### config.mk
export PLATFORM = sky130hd
export DESIGN_NAME = fpmem_xfer_unit
export DESIGN_NICKNAME = d
export VERILOG_FILES = /design/src/rtl/fpls_pkg.sv /design/src/rtl/fpls_decode.sv /design/src/rtl/fpls_regfile.sv /design/src/rtl/fpls_seq.sv /design/src/rtl/fpmem_xfer_unit.sv
export SDC_FILE = /design/constraint.sdc
export NUM_CORES = 2
export LEC_CHECK = 0
export ABC_AREA = 1
export BUFFER_PORTS_ARGS = -buffer_cell sky130_fd_sc_hd__buf_4
export CAP_MARGIN = 20
export CORE_ASPECT_RATIO = 1.4
export CORE_MARGIN = 2
export CORE_UTILIZATION = 45
export CTS_CLUSTER_DIAMETER = 50
export DETAILED_ROUTE_END_ITERATION = 6
export GPL_ROUTABILITY_DRIVEN = 0
export MAX_ROUTING_LAYER = met4
export PLACE_DENSITY = 0.71
export SYNTH_ARGS = -nofsm -noshare
export SYNTH_HDL_FRONTEND = slang
export SYNTH_SLANG_ARGS = --single-unit
### constraint.sdc
create_clock -name clk -period 4.9 [get_ports clk]
set_input_delay 0.49 -clock clk [delete_from_list [all_inputs] [get_ports clk]]
set_output_delay 0.49 -clock clk [all_outputs]
set_load 0.01 [all_outputs]
### src/rtl/fpls_pkg.sv
package fpls_pkg;

  typedef enum logic [1:0] {
    CAUSE_NONE     = 2'b00,
    CAUSE_MISALIGN = 2'b01,
    CAUSE_ILLEGAL  = 2'b10
  } trap_cause_e;

  typedef enum logic [1:0] {
    ST_IDLE  = 2'b00,
    ST_TRAP  = 2'b01,
    ST_WORD0 = 2'b10,
    ST_WORD1 = 2'b11
  } seq_state_e;

  localparam logic [1:0] MAJOR_MEM = 2'b11;
  localparam logic [5:0] OP3_LDW   = 6'h20;
  localparam logic [5:0] OP3_LDD   = 6'h23;
  localparam logic [5:0] OP3_STW   = 6'h24;
  localparam logic [5:0] OP3_STD   = 6'h27;

  typedef struct packed {
    logic is_store;
    logic is_dbl;
  } xfer_attr_t;

endpackage

### src/rtl/fpls_decode.sv
module fpls_decode
  import fpls_pkg::*;
#(
  parameter int ADDR_W = 32,
  parameter int RIDX_W = 5,
  parameter int IMM_W  = 13
) (
  input  logic [31:0]       ins_word,
  input  logic [ADDR_W-1:0] rs1_val,
  input  logic [ADDR_W-1:0] rs2_val,
  output logic [ADDR_W-1:0] ea,
  output logic [RIDX_W-1:0] rd,
  output xfer_attr_t        attr,
  output trap_cause_e       cause
);

  localparam int IMM_SEL_BIT = IMM_W;
  localparam int EXT_W       = ADDR_W - IMM_W;
  localparam int ALIGN_BITS  = 3;

  logic [5:0]        op3;
  logic [IMM_W-1:0]  imm;
  logic [ADDR_W-1:0] offset;
  logic              known;
  logic              misaligned;
  logic              odd_pair;
  logic              unused_int_field;

  assign op3 = ins_word[24:19];
  assign imm = ins_word[IMM_W-1:0];
  assign rd  = ins_word[25 +: RIDX_W];
  assign unused_int_field = ^ins_word[18:14];

  assign offset = ins_word[IMM_SEL_BIT] ? {{EXT_W{imm[IMM_W-1]}}, imm} : rs2_val;
  assign ea     = rs1_val + offset;

  always_comb begin
    known         = 1'b1;
    attr.is_store = 1'b0;
    attr.is_dbl   = 1'b0;
    if (ins_word[31:30] != MAJOR_MEM) begin
      known = 1'b0;
    end else begin
      case (op3)
        OP3_LDW: begin attr.is_store = 1'b0; attr.is_dbl = 1'b0; end
        OP3_LDD: begin attr.is_store = 1'b0; attr.is_dbl = 1'b1; end
        OP3_STW: begin attr.is_store = 1'b1; attr.is_dbl = 1'b0; end
        OP3_STD: begin attr.is_store = 1'b1; attr.is_dbl = 1'b1; end
        default: known = 1'b0;
      endcase
    end
  end

  assign misaligned = attr.is_dbl && (|ea[ALIGN_BITS-1:0]);
  assign odd_pair   = attr.is_dbl && rd[0];

  always_comb begin
    if (!known)          cause = CAUSE_ILLEGAL;
    else if (misaligned) cause = CAUSE_MISALIGN;
    else if (odd_pair)   cause = CAUSE_ILLEGAL;
    else                 cause = CAUSE_NONE;
  end

endmodule

### src/rtl/fpls_regfile.sv
module fpls_regfile #(
  parameter int DATA_W  = 32,
  parameter int REG_CNT = 32,
  localparam int IDX_W  = $clog2(REG_CNT)
) (
  input  logic              clk,
  input  logic              rst_n,
  input  logic              wr_en,
  input  logic [IDX_W-1:0]  wr_idx,
  input  logic [DATA_W-1:0] wr_data,
  input  logic [IDX_W-1:0]  rd_idx,
  output logic [DATA_W-1:0] rd_data
);

  logic [DATA_W-1:0] entry [REG_CNT];

  for (genvar g = 0; g < REG_CNT; g++) begin : g_entry
    logic hit;
    assign hit = wr_en && (wr_idx == IDX_W'(g));
    always_ff @(posedge clk) begin
      if (!rst_n)   entry[g] <= '0;
      else if (hit) entry[g] <= wr_data;
    end
  end

  assign rd_data = entry[rd_idx];

endmodule

### src/rtl/fpls_seq.sv
module fpls_seq
  import fpls_pkg::*;
#(
  parameter int ADDR_W = 32,
  parameter int RIDX_W = 5
) (
  input  logic              clk,
  input  logic              rst_n,
  input  logic              ins_valid,
  output logic              ins_ready,
  input  logic [ADDR_W-1:0] dec_ea,
  input  logic [RIDX_W-1:0] dec_rd,
  input  xfer_attr_t        dec_attr,
  input  trap_cause_e       dec_cause,
  output logic              mem_req,
  input  logic              mem_rdy,
  output logic              mem_we,
  output logic [ADDR_W-1:0] mem_addr,
  output logic [RIDX_W-1:0] reg_idx,
  output logic              rf_we,
  output logic              trap_valid,
  output trap_cause_e       trap_cause
);

  localparam logic [ADDR_W-1:0] WORD_STEP = ADDR_W'(4);

  seq_state_e        state;
  logic [ADDR_W-1:0] ea_q;
  logic [RIDX_W-1:0] rd_q;
  xfer_attr_t        attr_q;
  trap_cause_e       cause_q;
  logic              beat_done;

  assign ins_ready  = (state == ST_IDLE);
  assign mem_req    = (state == ST_WORD0) || (state == ST_WORD1);
  assign beat_done  = mem_req && mem_rdy;
  assign mem_we     = attr_q.is_store;
  assign mem_addr   = (state == ST_WORD1) ? ea_q + WORD_STEP : ea_q;
  assign reg_idx    = (state == ST_WORD1) ? {rd_q[RIDX_W-1:1], 1'b1} : rd_q;
  assign rf_we      = beat_done && !attr_q.is_store;
  assign trap_valid = (state == ST_TRAP);
  assign trap_cause = trap_valid ? cause_q : CAUSE_NONE;

  always_ff @(posedge clk) begin
    if (!rst_n) begin
      state   <= ST_IDLE;
      ea_q    <= '0;
      rd_q    <= '0;
      attr_q  <= '0;
      cause_q <= CAUSE_NONE;
    end else begin
      case (state)
        ST_IDLE: begin
          if (ins_valid) begin
            ea_q    <= dec_ea;
            rd_q    <= dec_rd;
            attr_q  <= dec_attr;
            cause_q <= dec_cause;
            state   <= (dec_cause != CAUSE_NONE) ? ST_TRAP : ST_WORD0;
          end
        end
        ST_TRAP: state <= ST_IDLE;
        ST_WORD0: begin
          if (mem_rdy) state <= attr_q.is_dbl ? ST_WORD1 : ST_IDLE;
        end
        ST_WORD1: begin
          if (mem_rdy) state <= ST_IDLE;
        end
        default: state <= ST_IDLE;
      endcase
    end
  end

endmodule

### src/rtl/fpmem_xfer_unit.sv
module fpmem_xfer_unit
  import fpls_pkg::*;
#(
  parameter int ADDR_W  = 32,
  parameter int DATA_W  = 32,
  parameter int REG_CNT = 32,
  parameter int IMM_W   = 13,
  localparam int RIDX_W = $clog2(REG_CNT)
) (
  input  logic              clk,
  input  logic              rst_n,
  input  logic              ins_valid,
  output logic              ins_ready,
  input  logic [31:0]       ins_word,
  input  logic [ADDR_W-1:0] rs1_val,
  input  logic [ADDR_W-1:0] rs2_val,
  output logic              mem_req,
  input  logic              mem_rdy,
  output logic              mem_we,
  output logic [ADDR_W-1:0] mem_addr,
  output logic [DATA_W-1:0] mem_wdata,
  input  logic [DATA_W-1:0] mem_rdata,
  output logic              trap_valid,
  output logic [1:0]        trap_cause
);

  logic [ADDR_W-1:0] dec_ea;
  logic [RIDX_W-1:0] dec_rd;
  xfer_attr_t        dec_attr;
  trap_cause_e       dec_cause;
  logic [RIDX_W-1:0] reg_idx;
  logic              rf_we;
  logic [DATA_W-1:0] rf_rdata;
  trap_cause_e       cause_out;

  fpls_decode #(.ADDR_W(ADDR_W), .RIDX_W(RIDX_W), .IMM_W(IMM_W)) u_decode (
    .ins_word (ins_word),
    .rs1_val  (rs1_val),
    .rs2_val  (rs2_val),
    .ea       (dec_ea),
    .rd       (dec_rd),
    .attr     (dec_attr),
    .cause    (dec_cause)
  );

  fpls_seq #(.ADDR_W(ADDR_W), .RIDX_W(RIDX_W)) u_seq (
    .clk        (clk),
    .rst_n      (rst_n),
    .ins_valid  (ins_valid),
    .ins_ready  (ins_ready),
    .dec_ea     (dec_ea),
    .dec_rd     (dec_rd),
    .dec_attr   (dec_attr),
    .dec_cause  (dec_cause),
    .mem_req    (mem_req),
    .mem_rdy    (mem_rdy),
    .mem_we     (mem_we),
    .mem_addr   (mem_addr),
    .reg_idx    (reg_idx),
    .rf_we      (rf_we),
    .trap_valid (trap_valid),
    .trap_cause (cause_out)
  );

  fpls_regfile #(.DATA_W(DATA_W), .REG_CNT(REG_CNT)) u_regs (
    .clk     (clk),
    .rst_n   (rst_n),
    .wr_en   (rf_we),
    .wr_idx  (reg_idx),
    .wr_data (mem_rdata),
    .rd_idx  (reg_idx),
    .rd_data (rf_rdata)
  );

  assign mem_wdata  = rf_rdata;
  assign trap_cause = cause_out;

endmodule

==> After elaboration in Yosys (flattened, before gate mapping) <==
Memory sizes are Yosys's and may differ from the RTL's.
Index checks and enable logic that the tools add are counted.
{ "classes": {"n_addsub": 2, "mul": 0, "n_div": 0, "magnitude_cmp": 0, "n_eq_ne": 42, "shifts": 0, "mux": 146, "bitwise": 32, "reduce_logical": 45} }
{ "op_table": {"columns": ["op", "count"], "rows": [
  ["32-bit 2-to-1 mux", 34],
  ["1-bit 2-to-1 mux", 100],
  ["5-bit equality test (second input constant)", 16],
  ["5-bit by 4-bit equality test with 1-bit output (second input constant)", 8],
  ["1-bit logical AND", 36],
  ["32-bit by 3-bit adder with 32-bit output (second input constant)", 1],
  ["32-bit adder", 1],
  ["1-bit bitwise OR", 32],
  ["6-bit equality test (second input constant)", 4],
  ["5-bit by 3-bit equality test with 1-bit output (second input constant)", 4],
  ["2-bit 2-to-1 mux", 10],
  ["5-bit by 2-bit equality test with 1-bit output (second input constant)", 2],
  ["2-bit != test (second input constant)", 4],
  ["2-bit case mux with 4 select lines", 1],
  ["2-bit case mux with 3 select lines", 1],
  ["5-bit by 1-bit equality test with 1-bit output (second input constant)", 1],
  ["5-bit zero test", 1],
  ["2-bit equality test (second input constant)", 2],
  ["4-bit OR reduction", 1],
  ["3-bit AND reduction", 1],
  ["3-bit OR reduction", 1],
  ["2-bit by 1-bit equality test with 1-bit output (second input constant)", 1],
  ["2-bit zero test", 1],
  ["2-bit AND reduction", 1],
  ["3 further kinds", 3]
]} }
{ "word_totals": {"register_bits": 43, "latchBits": 0, "ram_bits": 1024, "rom_bits": 0, "input_bits": 132, "out_inout_bits": 70, "mem_count": 1} }
{ "memory_table": {"columns": ["memory", "depth", "word_bits", "read_ports", "rd_ports_with_merged_regs", "wr", "line", "rtl"], "rows": [
  ["u_regs.entry", 32, 32, 1, 0, 32, "fpls_regfile.sv:15", "logic [DATA_W-1:0] entry [REG_CNT];"]
]} }

==> Depth between registers and ports, before layout <==
{ "depth": {"depth_word": 11, "depth_mapped": 17, "ltp_nobuf": 15} }

==> Hierarchy <==
Synthesis repeated with hierarchy kept, for this count alone.
{ "hier_totals": {"hier_cells": 5797, "area_unflattened_um2": 52336.4} }
{ "modules_own_cells": {"columns": ["module", "instances", "cells_each", "area_per_inst_um2", "seq_area_each_um2"], "rows": [
  ["fpls_regfile", 1, 4836, 47050.1, 30749.5],
  ["fpls_decode", 1, 589, 2834.0, 0.0],
  ["fpls_seq", 1, 372, 2452.4, 860.8]
]} }

==> Least setup slack after synthesis <==
OpenSTA, ideal clock, no wires.
{ "synth_timing": {"kind": "reg-to-reg", "start": "register u_seq.rd_q[4]", "end": "memory u_regs.entry[17][0], enable pin", "setup_ns": 0.466, "arrival_ns": 3.597, "required_time_ns": 4.434, "setup_slack_ns": 0.838, "stages_incl_launch_ff": 7, "period_less_slack_ns": 4.062, "path_cell_list": "dfxtp_1 clkbuf_1 clkinv_1 nor2_4 buf_2 inv_1 o21ai_0"} }
{ "synth_rtl": {"columns": ["element", "line", "rtl"], "rows": [
  ["from (decl)", "fpls_seq.sv:29", "logic [RIDX_W-1:0] rd_q;"],
  ["from (signal assigned)", "fpls_seq.sv:56", "rd_q <= dec_rd;"],
  ["to (decl)", "fpls_regfile.sv:15", null]
]} }

==> Worst setup path in the final report <==
{ "layout_timing": {"start": "register u_seq.rd_q[3]", "end": "output mem_wdata[5]"} }
{ "layout_via": {"elab_chain_cells": 1} }
{ "layout_lines": {"columns": ["element", "line", "rtl"], "rows": [
  ["memory 32 x 32 bit", null, null],
  ["to (decl)", "fpmem_xfer_unit.sv:21", "output logic [DATA_W-1:0] mem_wdata,"]
]} }
No other way between the ends.

==> impl_results.md <==
* Drt first pass iters at 6
* R2R depth at 8
* Post-Syn Area per Cell at 9.68 um^2
* Peak Freq at 250 MHz
* R2r endpoint: u_regs.entry[29][13]
* Vias in the first global route at 36700
* Total gr overflow at 0
* Hold Worst Slack at 0.0715 ns
* Crit path max fanout at 41
* FP Rows at 143
* Hold EP: u_seq.state[0]
* Worst setup margin at 0.897 ns
* Element type at the critical path end: primary output
* Postcts setup bufs at 0
* Worst endpoint required time at 4.41 ns
* Initial drt markers at 4782
* VDD IR max at 266 uV
* Worst R2R Start: u_seq.state[1]
* FF-to-FF setup slack at 1.05 ns
* Initial core utilization at 0.453
* Hold Path Stages at 4
* Startpoint type of the worst setup path: flip-flop
* Full die area at 112000 um^2
* Synthesis-to-finish area growth at 14.6%
* Syn_nets at 5227
* TritonCTS clock tree: done
* Wire per inst at 23.4 um
* Largest net degree at the start of global routing at 137
* Hold path start: mem_rdy
* Power Dens Cells at 371 nW/um^2
* Post-layout total power at 20.9 mW
* Min-delay worst type: in -> reg
* Clock Tree Buf Depth at 3
* Synth area leaders: edfxtp_1 (63%), nand2_1 (11%), nor2_1 (9.4%)
* Share of the synthesized area in the top cell type at 0.627
* Cts hold-fix bufs at 0
* Synthesized area at 49000 um^2
* DR DRC count at 0
* Share of cells above drive strength 1 at 0.109
* Synth Register Bits at 1067
* Post-cts resize count at 0
* Post-Route WL at 156000 um
* Unrepaired setup endpoints after global routing: no
* Ports at 202
* Final slew viol count at 0
* Chip Height at 395 um
* Syn. warnings at 0
* Slew HR at 0.219
* Commonest non-fill, non-tap cells in the layout: nand2_1 (1358), nor2_1 (1224), edfxtp_1 (1024)
* Worst EP arrival at 3.51 ns
* Via/cell ratio at 5.69
* Fin crit period at 4.00 ns
* Hpwl dp at 91400 um
* Initial antenna violation count at 1
* Syn Inst Count at 5062
* Setup violations, final at 0
* Clock Pin Slew Worst Setup and Hold Paths at 0.06 ns
* Status: completed
* Core Area at 108000 um^2
* Clock Latency Late Sink at 0.72 ns
* Final hold vios at 0
* Max-cap viol count at 0
* IO Port Bufs at 196
* Unique masters post-synth at 35
* Setup Skew at 0.0190 ns
* Leakage at 22.8 nW
* Worst-margin pin slew at 1.17 ns
* Final net count at 5295
* Setup TNS at 0 ns
* Worst slack, placed at 1.09 ns
* Root Buffer: clkbuf_16
* CTS H-tree depth at 3
* Dominant cell type by area after synthesis: edfxtp_1
* Most common cell after layout, fill and taps aside: nand2_1
* Final ANT Viol Nets at 0
* Seq/Total Area, Yosys at 0.645
* # fillers at 9402
* Die X at 283 um
* Number of buffers created by CTS at 101
* Type of the worst setup path: reg -> out
* Clk sink count at 1067
* Period Utilization, post-route at 0.817
* GR Util All Layers at 0.282
* Vias post-DR at 37900
* First-pass GRT wire length at 227000 um
power by group:
group / leakage (nW) / internal (mW) / switching (mW)
combinational: 10.3 / 0.754 / 1.75
clock: 1.61 / 4.41 / 3.54
sequential: 10.9 / 10.3 / 0.128
total: 22.8 / 15.4 / 5.42
critical path, stage by stage (launching register included):
cell and delay (ns):
dfxtp_1 0.55, nand2_1 0.26, inv_2 0.90, buf_4 0.47
nand2_1 0.11, nand3_1 0.11, nor2_1 0.09, nor2_1 0.11
buf_4 0.17
flip-flops by register name (all words and copies together), names as in the netlist:
register and flops:
u_seq.cause_q 2, u_regs.entry 1024, u_seq.rd_q 5, u_seq.attr_q 1, u_seq.ea_q 32, u_seq.state 2, u_seq.mem_we 1
worst max-delay path by stage:
stage,start,end,slack (ns),cells after the start
floorplan,u_seq.rd_q[4],u_regs.entry[17][0],0.84,6
detailed placement,u_seq.state[1],u_regs.entry[7][15],1.09,7
global placement,mem_rdy,u_regs.entry[7][15],1.11,8
global route,u_seq.state[1],mem_wdata[11],0.74,12
CTS,u_seq.state[1],mem_wdata[30],0.93,12
finish,u_seq.rd_q[3],mem_wdata[5],0.90,8
Yosys cell counts:
master,number
nand3b_1,3
buf_2,107
nor4_1,4
nor2_1,1226
nand2_4,2
clkinv_1,1
nor2_2,4
o21bai_1,3
o21ai_0,67
nand3_2,3
nor3_1,15
nor3_4,1
nand4_1,168
inv_2,7
a21oi_1,50
clkbuf_1,229
nor2_4,4
and2_1,1
buf_1,18
xor2_1,38
o211ai_1,1
dfxtp_1,43
inv_1,258
a21o_1,1
xnor2_1,2
nand3_1,153
edfxtp_1,1024
ha_1,32
a22oi_1,192
buf_4,15
mux2_2,12
and3_1,2
or2_2,1
nand2_1,1374
fa_1,1
cells by family after synthesis:
family / after synthesis / share of synthesized area
XOR/XNOR: 40 / 0.00715
multiplexers: 12 / 0.00276
AO/OA/AOI/OAI: 314 / 0.0421
flip-flops: 1067 / 0.645
adder cells (fa/ha/maj): 33 / 0.00858
buffers and inverters: 635 / 0.0525
AND/OR/NAND/NOR: 2961 / 0.242
cell type report:
| class | instances | area [um^2] | area share |
|---|---|---|---|
| Clock buffer | 118 | 2590 | 0.0461 |
| Tap cell | 1450 | 1810 | 0.0323 |
| Multi-Input combinational cell | 3360 | 15200 | 0.270 |
| Antenna cell | 1 | 2.50 | 0.0000445 |
| Clock inverter | 72 | 738 | 0.0131 |
| Sequential cell | 1067 | 31600 | 0.563 |
| Inverter | 266 | 998 | 0.0178 |
| Timing Repair Buffer | 334 | 3260 | 0.0580 |
routing by layer:
metal  vias up  track usage  wire length [um]
met5         -            -                 0
met1     18100        0.318             52700
met3       507       0.0518             16600
met4         0        0.164              9660
met2      2414        0.469             77300
li1      17000            -                 -
through the flow:
stage | utilization | cells | area (um^2)
after floorplan | - | 5062 | 49000
final | 0.519 | 6668 | 56200
after detailed placement | 0.482 | 6453 | 52200
after global routing | 0.519 | 6668 | 56200
after CTS | 0.513 | 6643 | 55500
after global placement | 0.482 | 6451 | 52200
Note: power is estimated with default switching activity, not from simulation.
